<file path="src/rtl/lcd_scan_pkg.sv">
package lcd_scan_pkg;

    typedef enum logic [1:0] {
        LVL_VDD = 2'd0,
        LVL_V1  = 2'd1,
        LVL_V2  = 2'd2,
        LVL_V3  = 2'd3
    } lvl_e;

    typedef struct packed {
        logic fr;
        logic blank;
    } drive_ctl_t;

    function automatic lvl_e seg_level(input logic fr, input logic on);
        if (fr) return on ? LVL_VDD : LVL_V2;
        else    return on ? LVL_V3  : LVL_V1;
    endfunction

    function automatic lvl_e com_level(input logic fr, input logic sel);
        if (fr) return sel ? LVL_V3  : LVL_V1;
        else    return sel ? LVL_VDD : LVL_V2;
    endfunction

endpackage

</file>
<file path="src/rtl/lcd_scan_timing.sv">
module lcd_scan_timing #(
    parameter int LINE_W  = 5,
    parameter int NUM_COM = 4,
    parameter int COM_W   = $clog2(NUM_COM)
) (
    input  logic              clk,
    input  logic              rst,
    input  logic              line_tick,
    input  logic              master,
    input  logic              fr_in,
    input  logic [LINE_W-1:0] start_line,
    input  logic              duty4,
    input  logic              psave,
    output logic [LINE_W-1:0] line_q,
    output logic [COM_W-1:0]  com_q,
    output logic              fr_q
);
    localparam logic [COM_W-1:0] LAST_LONG  = COM_W'(NUM_COM - 1);
    localparam logic [COM_W-1:0] LAST_SHORT = COM_W'(NUM_COM - 2);

    logic [COM_W-1:0] last_idx;
    logic             wrap;
    logic             slave_edge;

    assign last_idx   = duty4 ? LAST_LONG : LAST_SHORT;
    assign wrap       = (com_q >= last_idx);
    assign slave_edge = !master && (fr_in != fr_q);

    always_ff @(posedge clk) begin
        if (rst) begin
            line_q <= start_line;
            com_q  <= '0;
            fr_q   <= 1'b0;
        end else if (!psave) begin
            if (!master) fr_q <= fr_in;
            if (slave_edge) begin
                com_q  <= '0;
                line_q <= start_line;
            end else if (line_tick) begin
                if (wrap) begin
                    com_q  <= '0;
                    line_q <= start_line;
                    if (master) fr_q <= ~fr_q;
                end else begin
                    com_q  <= com_q + COM_W'(1);
                    line_q <= line_q + LINE_W'(1);
                end
            end
        end
    end

    assert_reload_R2: assert property (@(posedge clk) disable iff (rst)
        (!psave && line_tick && wrap && !slave_edge) |=> (line_q == $past(start_line)));

    assert_fr_toggle_R4: assert property (@(posedge clk) disable iff (rst)
        (master && !psave && line_tick && wrap) |=> (fr_q != $past(fr_q)));

    assert_fr_hold_R4: assert property (@(posedge clk) disable iff (rst)
        (master && !(!psave && line_tick && wrap)) |=> $stable(fr_q));

    assert_slave_follow_R5: assert property (@(posedge clk) disable iff (rst)
        (!master && !psave) |=> (fr_q == $past(fr_in)));

    assert_psave_hold_R11: assert property (@(posedge clk) disable iff (rst)
        psave |=> ($stable(line_q) && $stable(com_q) && $stable(fr_q)));

endmodule

</file>
<file path="src/rtl/lcd_row_latch.sv">
module lcd_row_latch
    import lcd_scan_pkg::*;
#(
    parameter int NUM_SEG = 73,
    parameter int NUM_COL = 80,
    parameter int NUM_COM = 4,
    parameter int COM_W   = $clog2(NUM_COM)
) (
    input  logic               clk,
    input  logic               rst,
    input  logic [NUM_COL-1:0] row_i,
    input  logic [COM_W-1:0]   com_idx,
    input  logic               fr,
    input  logic               disp_on,
    input  logic               static_en,
    input  logic               reverse,
    input  logic               psave,
    output logic [NUM_SEG-1:0] seg_bits_q,
    output logic [NUM_COM-1:0] com_sel_q,
    output drive_ctl_t         ctl_q
);
    logic [NUM_SEG-1:0] col_bit;
    logic [NUM_COM-1:0] sel_d;
    logic               shown;

    assign shown = disp_on || static_en;

    for (genvar n = 0; n < NUM_SEG; n++) begin : g_col
        assign col_bit[n] = reverse ? row_i[NUM_COL-1-n] : row_i[n];
    end

    for (genvar k = 0; k < NUM_COM; k++) begin : g_sel
        assign sel_d[k] = static_en || (com_idx == COM_W'(k));
    end

    always_ff @(posedge clk) begin
        if (rst) begin
            seg_bits_q <= '0;
            com_sel_q  <= '0;
            ctl_q      <= '{fr: 1'b0, blank: 1'b1};
        end else begin
            seg_bits_q <= shown ? col_bit : '0;
            com_sel_q  <= sel_d;
            ctl_q      <= '{fr: fr, blank: psave};
        end
    end

    assert_single_com_R3: assert property (@(posedge clk) disable iff (rst)
        !static_en |=> ($countones(com_sel_q) == 1));

endmodule

</file>
<file path="src/rtl/lcd_level_encode.sv">
module lcd_level_encode
    import lcd_scan_pkg::*;
#(
    parameter int NUM_SEG = 73,
    parameter int NUM_COM = 4
) (
    input  logic [NUM_SEG-1:0]   seg_bits,
    input  logic [NUM_COM-1:0]   com_sel,
    input  drive_ctl_t           ctl,
    output logic [2*NUM_SEG-1:0] seg_lvl,
    output logic [2*NUM_COM-1:0] com_lvl
);
    for (genvar n = 0; n < NUM_SEG; n++) begin : g_seg
        assign seg_lvl[2*n +: 2] = ctl.blank ? LVL_VDD : seg_level(ctl.fr, seg_bits[n]);
    end

    for (genvar k = 0; k < NUM_COM; k++) begin : g_com
        assign com_lvl[2*k +: 2] = ctl.blank ? LVL_VDD : com_level(ctl.fr, com_sel[k]);
    end

endmodule

</file>
<file path="src/rtl/lcd_seg_scan.sv">
module lcd_seg_scan
    import lcd_scan_pkg::*;
#(
    parameter int NUM_SEG = 73,
    parameter int NUM_COM = 4,
    parameter int NUM_COL = 80,
    parameter int LINE_W  = 5
) (
    input  logic                 clk,
    input  logic                 rst,
    input  logic                 line_tick_i,
    input  logic                 master_i,
    input  logic                 fr_i,
    input  logic [LINE_W-1:0]    start_line_i,
    input  logic                 duty4_i,
    input  logic                 disp_on_i,
    input  logic                 static_i,
    input  logic                 reverse_i,
    output logic [LINE_W-1:0]    rd_line_o,
    input  logic [NUM_COL-1:0]   rd_row_i,
    output logic                 fr_o,
    output logic [2*NUM_SEG-1:0] seg_lvl_o,
    output logic [2*NUM_COM-1:0] com_lvl_o
);
    localparam int COM_W = $clog2(NUM_COM);

    logic               psave;
    logic [COM_W-1:0]   com_idx;
    logic               fr_int;
    logic [NUM_SEG-1:0] seg_bits;
    logic [NUM_COM-1:0] com_sel;
    drive_ctl_t         ctl;

    assign psave = static_i && !disp_on_i;
    assign fr_o  = ctl.fr;

    lcd_scan_timing #(.LINE_W(LINE_W), .NUM_COM(NUM_COM), .COM_W(COM_W)) timing_i (
        .clk(clk), .rst(rst), .line_tick(line_tick_i), .master(master_i),
        .fr_in(fr_i), .start_line(start_line_i), .duty4(duty4_i), .psave(psave),
        .line_q(rd_line_o), .com_q(com_idx), .fr_q(fr_int)
    );

    lcd_row_latch #(.NUM_SEG(NUM_SEG), .NUM_COL(NUM_COL), .NUM_COM(NUM_COM), .COM_W(COM_W)) latch_i (
        .clk(clk), .rst(rst), .row_i(rd_row_i), .com_idx(com_idx), .fr(fr_int),
        .disp_on(disp_on_i), .static_en(static_i), .reverse(reverse_i), .psave(psave),
        .seg_bits_q(seg_bits), .com_sel_q(com_sel), .ctl_q(ctl)
    );

    lcd_level_encode #(.NUM_SEG(NUM_SEG), .NUM_COM(NUM_COM)) encode_i (
        .seg_bits(seg_bits), .com_sel(com_sel), .ctl(ctl),
        .seg_lvl(seg_lvl_o), .com_lvl(com_lvl_o)
    );

    assert_psave_blank_R11: assert property (@(posedge clk) disable iff (rst)
        $past(!rst && psave) |-> (seg_lvl_o == '0 && com_lvl_o == '0));

    assert_static_all_R9: assert property (@(posedge clk) disable iff (rst)
        $past(!rst && static_i && disp_on_i) |->
            ((fr_o && com_lvl_o == {NUM_COM{2'b11}}) || (!fr_o && com_lvl_o == '0)));

endmodule

</file>
<file path="config.mk">
export PLATFORM = sky130hd
export DESIGN_NAME = lcd_seg_scan
export DESIGN_NICKNAME = d
export VERILOG_FILES = /design/src/rtl/lcd_scan_pkg.sv /design/src/rtl/lcd_scan_timing.sv /design/src/rtl/lcd_row_latch.sv /design/src/rtl/lcd_level_encode.sv /design/src/rtl/lcd_seg_scan.sv
export SDC_FILE = /design/constraint.sdc
export NUM_CORES = 1
export LEC_CHECK = 0
export ABC_CLOCK_PERIOD_IN_PS = 6900
export BUFFER_PORTS_ARGS = -buffer_cell sky130_fd_sc_hd__buf_4
export CORE_ASPECT_RATIO = 1.5
export CORE_MARGIN = 8
export CORE_UTILIZATION = 46
export CTS_CLUSTER_SIZE = 20
export DETAILED_ROUTE_END_ITERATION = 8
export PLACE_DENSITY = 0.84
export REMOVE_ABC_BUFFERS = 1
export SETUP_SLACK_MARGIN = 0.02
export SLEW_MARGIN = 20
export SYNTH_ARGS = -nofsm -noshare
export SYNTH_HDL_FRONTEND = slang
export SYNTH_SLANG_ARGS = --single-unit
</file>
<file path="constraint.sdc">
create_clock -name clk -period 6.9 [get_ports clk]
set_clock_uncertainty 0.2 [all_clocks]
set_input_delay 2.07 -clock clk [delete_from_list [all_inputs] [get_ports clk]]
set_output_delay 2.07 -clock clk [all_outputs]
set_load 0.01 [all_outputs]
</file>
==> metrics.csv, run 1 <==
metric,value,unit
Final Hold Fails,0,
Slew Limit Headroom,0.483,
placement row count,46,
Syn Inst Count,554,
yosys warns,0,
Starting Density,0.465,
clock tree sinks,87,
layout cell share with drive strength beyond 1,0.389,
CTS max path bufs,2,
# DRC,0,
hold_ws,0.342,ns
clock-pin transition on the worst setup and hold timing paths,0.06,ns
Setup Buffers After CTS,0,
first-pass GRT wire length,20700,um
crit path kind,flip-flop to primary output,
CTS tree,built,
drt first pass iters,4,
final-report max-slew violation count,0,
Max Cap Violations,0,
synthesized area per cell,8.79,um2
VDD IR max,0.110,mV
Nets,814,
DR iter-0 viols,113,
Max Clk Rate,0.221,GHz
P_leak,3.16,nW
DR vias,4094,
# diodes,0,
Post-synth EDFFs,5,
die height,142,um
pre-CTS WS,2.69,ns
asr flop ratio synth,0,
IO Port Bufs,253,
crit path launch type,flip-flop,
Mapped Area,0.00487,mm2
most frequent cells in the layout,"258 x buf_4, 161 x nor2_1, 80 x dfxtp_1",
synthesis-stage register bit count,87,
Num CTS Buffers,9,
fin crit period,4.52,ns
H-tree levels,3,
largest net degree at the start of global routing,79,
RSZ-0062 raised after global routing,no,
fin worst setup slack,2.38,ns
Root Driver,clkbuf_16,
# resized after CTS,0,
number of global-route vias before repair,4211,
Total GRT Usage,0.183,
"most common cell after layout, fill and taps aside",buf_4,
Total Routed Length,13700,um
Synth Flop Type,dfxtp_1,
hold-fix buffer count after cts,0,
worst hold path type,flip-flop to flip-flop,
WL per Instance,15.8,um
status,"complete, no violations",
Final Cycle Share,0.656,
Crit Path Max Fanout,49,
Setup-failing EPs final,0,
Synth cell types,28,
initial antenna violation count,0,
sequential area share after synthesis,0.368,
Area growth syn-to-layout,35.7,%
Worst-Skew Late Latency,0.33,ns
ANT nets after route,0,
vias per cell,4.74,
grt total ovfl,0,
WP data arrival,2.25,ns
Die X,100,um
io pins,254,
DP HPWL,10700,um
slew at the pin with the worst max-slew slack,0.776,ns
CORE AREA,0.0105,mm2
Die ar.,0.0142,mm2
RePlAce Congestion,0.775,
Crit path required time,4.63,ns
critical path endpoint category,primary output,
Power Density,214,mW/mm2
-- synth_stat cells (all sizes together), types with 4 or more instances --
| cell | count | area [um2] |
|---|---|---|
| xnor2 | 74 | 648 |
| clkbuf | 9 | 33.8 |
| nor2 | 162 | 608 |
| buf | 100 | 689 |
| mux2i | 74 | 741 |
| xor2 | 7 | 61.3 |
| nand2 | 4 | 15.0 |
| ha | 6 | 75.1 |
| inv | 5 | 18.8 |
| nand3 | 6 | 30.0 |
| edfxtp | 5 | 150 |
| dfxtp | 82 | 1640 |
-- kinds of logic after synthesis --
group                      synth area share
and+or+nand+nor                       0.147
buffers and inverters                 0.152
DFF                                   0.368
xor gates and xnor gates              0.146
muxes                                 0.158
AOI/OAI and AO/OA                    0.0139
adders and majority gates            0.0154
-- through the flow --
step / TNS (ns) / total power, W / cell area [um2] / utilization / cells
global route: 0 / 0.00148 / 6610 / 0.631 / 863
floorplan: -469.71 / 0.000739 / 4150 / - / 445
detailed placement: 0 / 0.000924 / 6290 / 0.600 / 847
finish: 0 / 0.00141 / 6610 / 0.631 / 863
CTS: 0 / 0.00143 / 6610 / 0.631 / 863
global placement: 0 / 0.000911 / 6290 / 0.600 / 847
-- sequential cells by signal, summed over array words and instances, names as in the netlist --
name,count
latch_i.com_sel_q,4
latch_i.ctl_q,2
latch_i.seg_bits_q,73
timing_i.com_q,2
timing_i.fr_q,1
timing_i.line_q,5
-- worst max-delay path: stages, from the launching register on --
cell and delay (ns):
dfxtp_4 0.68, buf_4 0.71, nor2b_1 0.33, buf_4 0.18
-- path summary, 6_finish.rpt --
check                           cells after the start                  to               from  slack, ns
worst min register to register                      1    latch_i.ctl_q[1]      timing_i.fr_q       0.34
worst max register to register                      5  timing_i.line_q[1]  timing_i.com_q[0]       4.64
worst min-delay path                                1    latch_i.ctl_q[1]      timing_i.fr_q       0.34
worst max-delay path                                3        com_lvl_o[6]   latch_i.ctl_q[1]       2.38
-- cell type report --
| cell class | count | area [um2] |
|---|---|---|
| fill | 890 | 3870 |
| inverter | 5 | 18.8 |
| clock inverter | 4 | 51.3 |
| tap | 144 | 180 |
| clock buffer | 12 | 268 |
| sequential | 87 | 1800 |
| multi-input combinational | 353 | 2350 |
| timing repair buffer | 258 | 1940 |
-- power breakdown --
group,internal (W),switching [W]
registers,0.000544,0.0000221
logic,0.000179,0.000164
clock network,0.000312,0.000191
total,0.00104,0.000377
-- metal layers --
layer,track usage,up-vias,share of wire
li1,-,1991,-
met1,0.171,1862,0.36
met2,0.338,212,0.50
met3,0.0759,29,0.11
met4,0.0784,0,0.029
met5,0,-,0
(Power assumes the default switching activity.)
==> inputs of run 2 (changes only) <==
--- a/config.mk
+++ b/config.mk
@@ -5,14 +5,14 @@
 export SDC_FILE = /design/constraint.sdc
 export NUM_CORES = 1
 export LEC_CHECK = 0
-export ABC_CLOCK_PERIOD_IN_PS = 6900
+export ABC_CLOCK_PERIOD_IN_PS = 3730
 export BUFFER_PORTS_ARGS = -buffer_cell sky130_fd_sc_hd__buf_4
 export CORE_ASPECT_RATIO = 1.5
 export CORE_MARGIN = 8
-export CORE_UTILIZATION = 46
+export CORE_UTILIZATION = 41
 export CTS_CLUSTER_SIZE = 20
 export DETAILED_ROUTE_END_ITERATION = 8
-export PLACE_DENSITY = 0.84
+export PLACE_DENSITY = 0.8
 export REMOVE_ABC_BUFFERS = 1
 export SETUP_SLACK_MARGIN = 0.02
 export SLEW_MARGIN = 20
==> constraint.sdc (replaced) <==
create_clock -name clk -period 3.73 [get_ports clk]
set_clock_uncertainty 0.2 [all_clocks]
set_input_delay 1.119 -clock clk [delete_from_list [all_inputs] [get_ports clk]]
set_output_delay 1.119 -clock clk [all_outputs]
set_load 0.01 [all_outputs]
==> metrics.csv, run 2 (synthesis gave the netlist of run 1 again) <==
metric,value,unit
internal power,0.00199,W
Die X,105,um
# resized after CTS,0,
most frequent cells in the layout,"259 x buf_4, 161 x nor2_1, 80 x dfxtp_1",
# DRC,0,
Overall Power,0.00268,W
number of global-route vias before repair,4203,
RSZ-0062 raised after global routing,no,
Crit Path Max Fanout,46,
Nets,819,
grt total ovfl,0,
placement row count,49,
fin crit period,3.28,ns
IO Port Bufs,253,
io pins,254,
Worst-Skew Late Latency,0.32,ns
P_leak,3.21,nW
CTS max path bufs,2,
first-pass GRT wire length,20200,um
vias per cell,4.66,
hold-fix buffer count after cts,0,
crit path launch type,flip-flop,
switching power,0.000691,W
DR WL met3,1190,um
post-layout util,0.572,
Clk pwr share,0.370,
"most common cell after layout, fill and taps aside",buf_4,
die height,149,um
RePlAce Congestion,0.764,
WP buf/inv,2,
Slew Limit Headroom,0.478,
status,"complete, no violations",
critical path cell sequence,buf_12 -> nor2b_1 -> buf_4,
DR WL met2,6980,um
Gate power share,0.236,
Area growth syn-to-layout,38.2,%
max incr delay on CP,0.86,ns
VDD IR max,0.239,mV
Total Routed Length,13500,um
Power Density,399,mW/mm2
Final Hold Fails,0,
Max Cap Violations,0,
Final Cycle Share,0.878,
slowest CP cell,dfxtp_4,
crit path kind,flip-flop to primary output,
Placed Area,0.00639,mm2
largest net degree at the start of global routing,61,
clock tree sinks,87,
Starting Density,0.414,
WP data arrival,1.96,ns
slew at the pin with the worst max-slew slack,0.783,ns
final-report max-slew violation count,0,
drt first pass iters,4,
Top reg by flops,latch_i.seg_bits_q,
DR iter-0 viols,98,
WL per Instance,15.4,um
ANT nets after route,0,
Total GRT Usage,0.160,
initial antenna violation count,0,
DR vias,4086,
critical path endpoint category,primary output,
worst hold path type,flip-flop to flip-flop,
Sw Share,0.258,
Max Clk Rate,0.305,GHz
# diodes,0,
H-tree levels,3,
Flop pwr share,0.394,
Die ar.,0.0157,mm2
DP HPWL,10800,um
hold_ws,0.308,ns
"delay-heaviest family, CP",flip-flops,
Fillers,1060,
Top Registers,"latch_i.seg_bits_q x73, timing_i.line_q x5, latch_i.com_sel_q x4",
DR top layer,met4,
max reg flops,73,
final instance area,0.00673,mm2
Setup Buffers After CTS,0,
met1 wire length,4990,um
Crit path required time,2.41,ns
Setup-failing EPs final,0,
Root Driver,clkbuf_16,
CORE AREA,0.0118,mm2
layout cell share with drive strength beyond 1,0.394,
clock-pin transition on the worst setup and hold timing paths,0.06,ns
CTS tree,built,
Num CTS Buffers,9,
[run 2: cell count changes in the layout (fill, tap and decap cells not counted)]
cell / delta
bufinv_16: +1
clkinv_2: -1
buf_12: +4
buf_4: +1
inv_4: +1
clkinv_4: -1
[run 2: final timing paths]
path | start | to | slack, ns | cells past startpoint
max reg2reg | timing_i.com_q[0] | timing_i.line_q[1] | 1.56 | 6
min | timing_i.fr_q | latch_i.ctl_q[1] | 0.31 | 1
min reg2reg | timing_i.fr_q | latch_i.ctl_q[1] | 0.31 | 1
max | latch_i.ctl_q[1] | com_lvl_o[2] | 0.45 | 3
[run 2: layout make-up]
class                   instances  area, um2  share of cell area
well taps                     153        191              0.0285
clock buffers                  12        268              0.0398
flip-flops and latches         87       1800               0.267
inverters                       5       18.8             0.00279
repair buffers                263       2020               0.301
multi-input cells             353       2350               0.350
clock inverters                 4       73.8              0.0110
[run 2: layer usage]
metal  up-vias  global-route usage
li1       1995                   -
met1      1868               0.155
met2       199               0.296
met3        24              0.0629
met4         0              0.0631
met5         -                   0
[run 2: power by group through the flow]
stage / sequential, W / clock (W) / combinational (W)
2_1_floorplan: 0.00108 / 0 / 0.000285
3_3_place_gp: 0.00108 / 0 / 0.000625
3_5_place_dp: 0.00108 / 0 / 0.000641
4_1_cts: 0.00106 / 0.00102 / 0.000643
5_1_grt: 0.00106 / 0.00106 / 0.000689
6_report: 0.00106 / 0.000992 / 0.000634
[run 2: worst register-to-register path, cell delays in order (launching register included)]
cell and delay, ns:
dfxtp_1 0.39, inv_1 0.12, ha_1 0.28, nand2b_1 0.19
a221oi_4 0.22, buf_4 0.21, mux2_4 0.31
[run 2: metrics by stage]
stage / TNS (ns) / setup slack (ns) / cells
3_3_place_gp: 0 / 0.834 / 861
2_1_floorplan: -713.36 / -8.65 / 445
6_report: 0 / 0.454 / 877
4_1_cts: 0 / 0.414 / 877
5_1_grt: 0 / 0.313 / 877
3_5_place_dp: 0 / 0.782 / 861
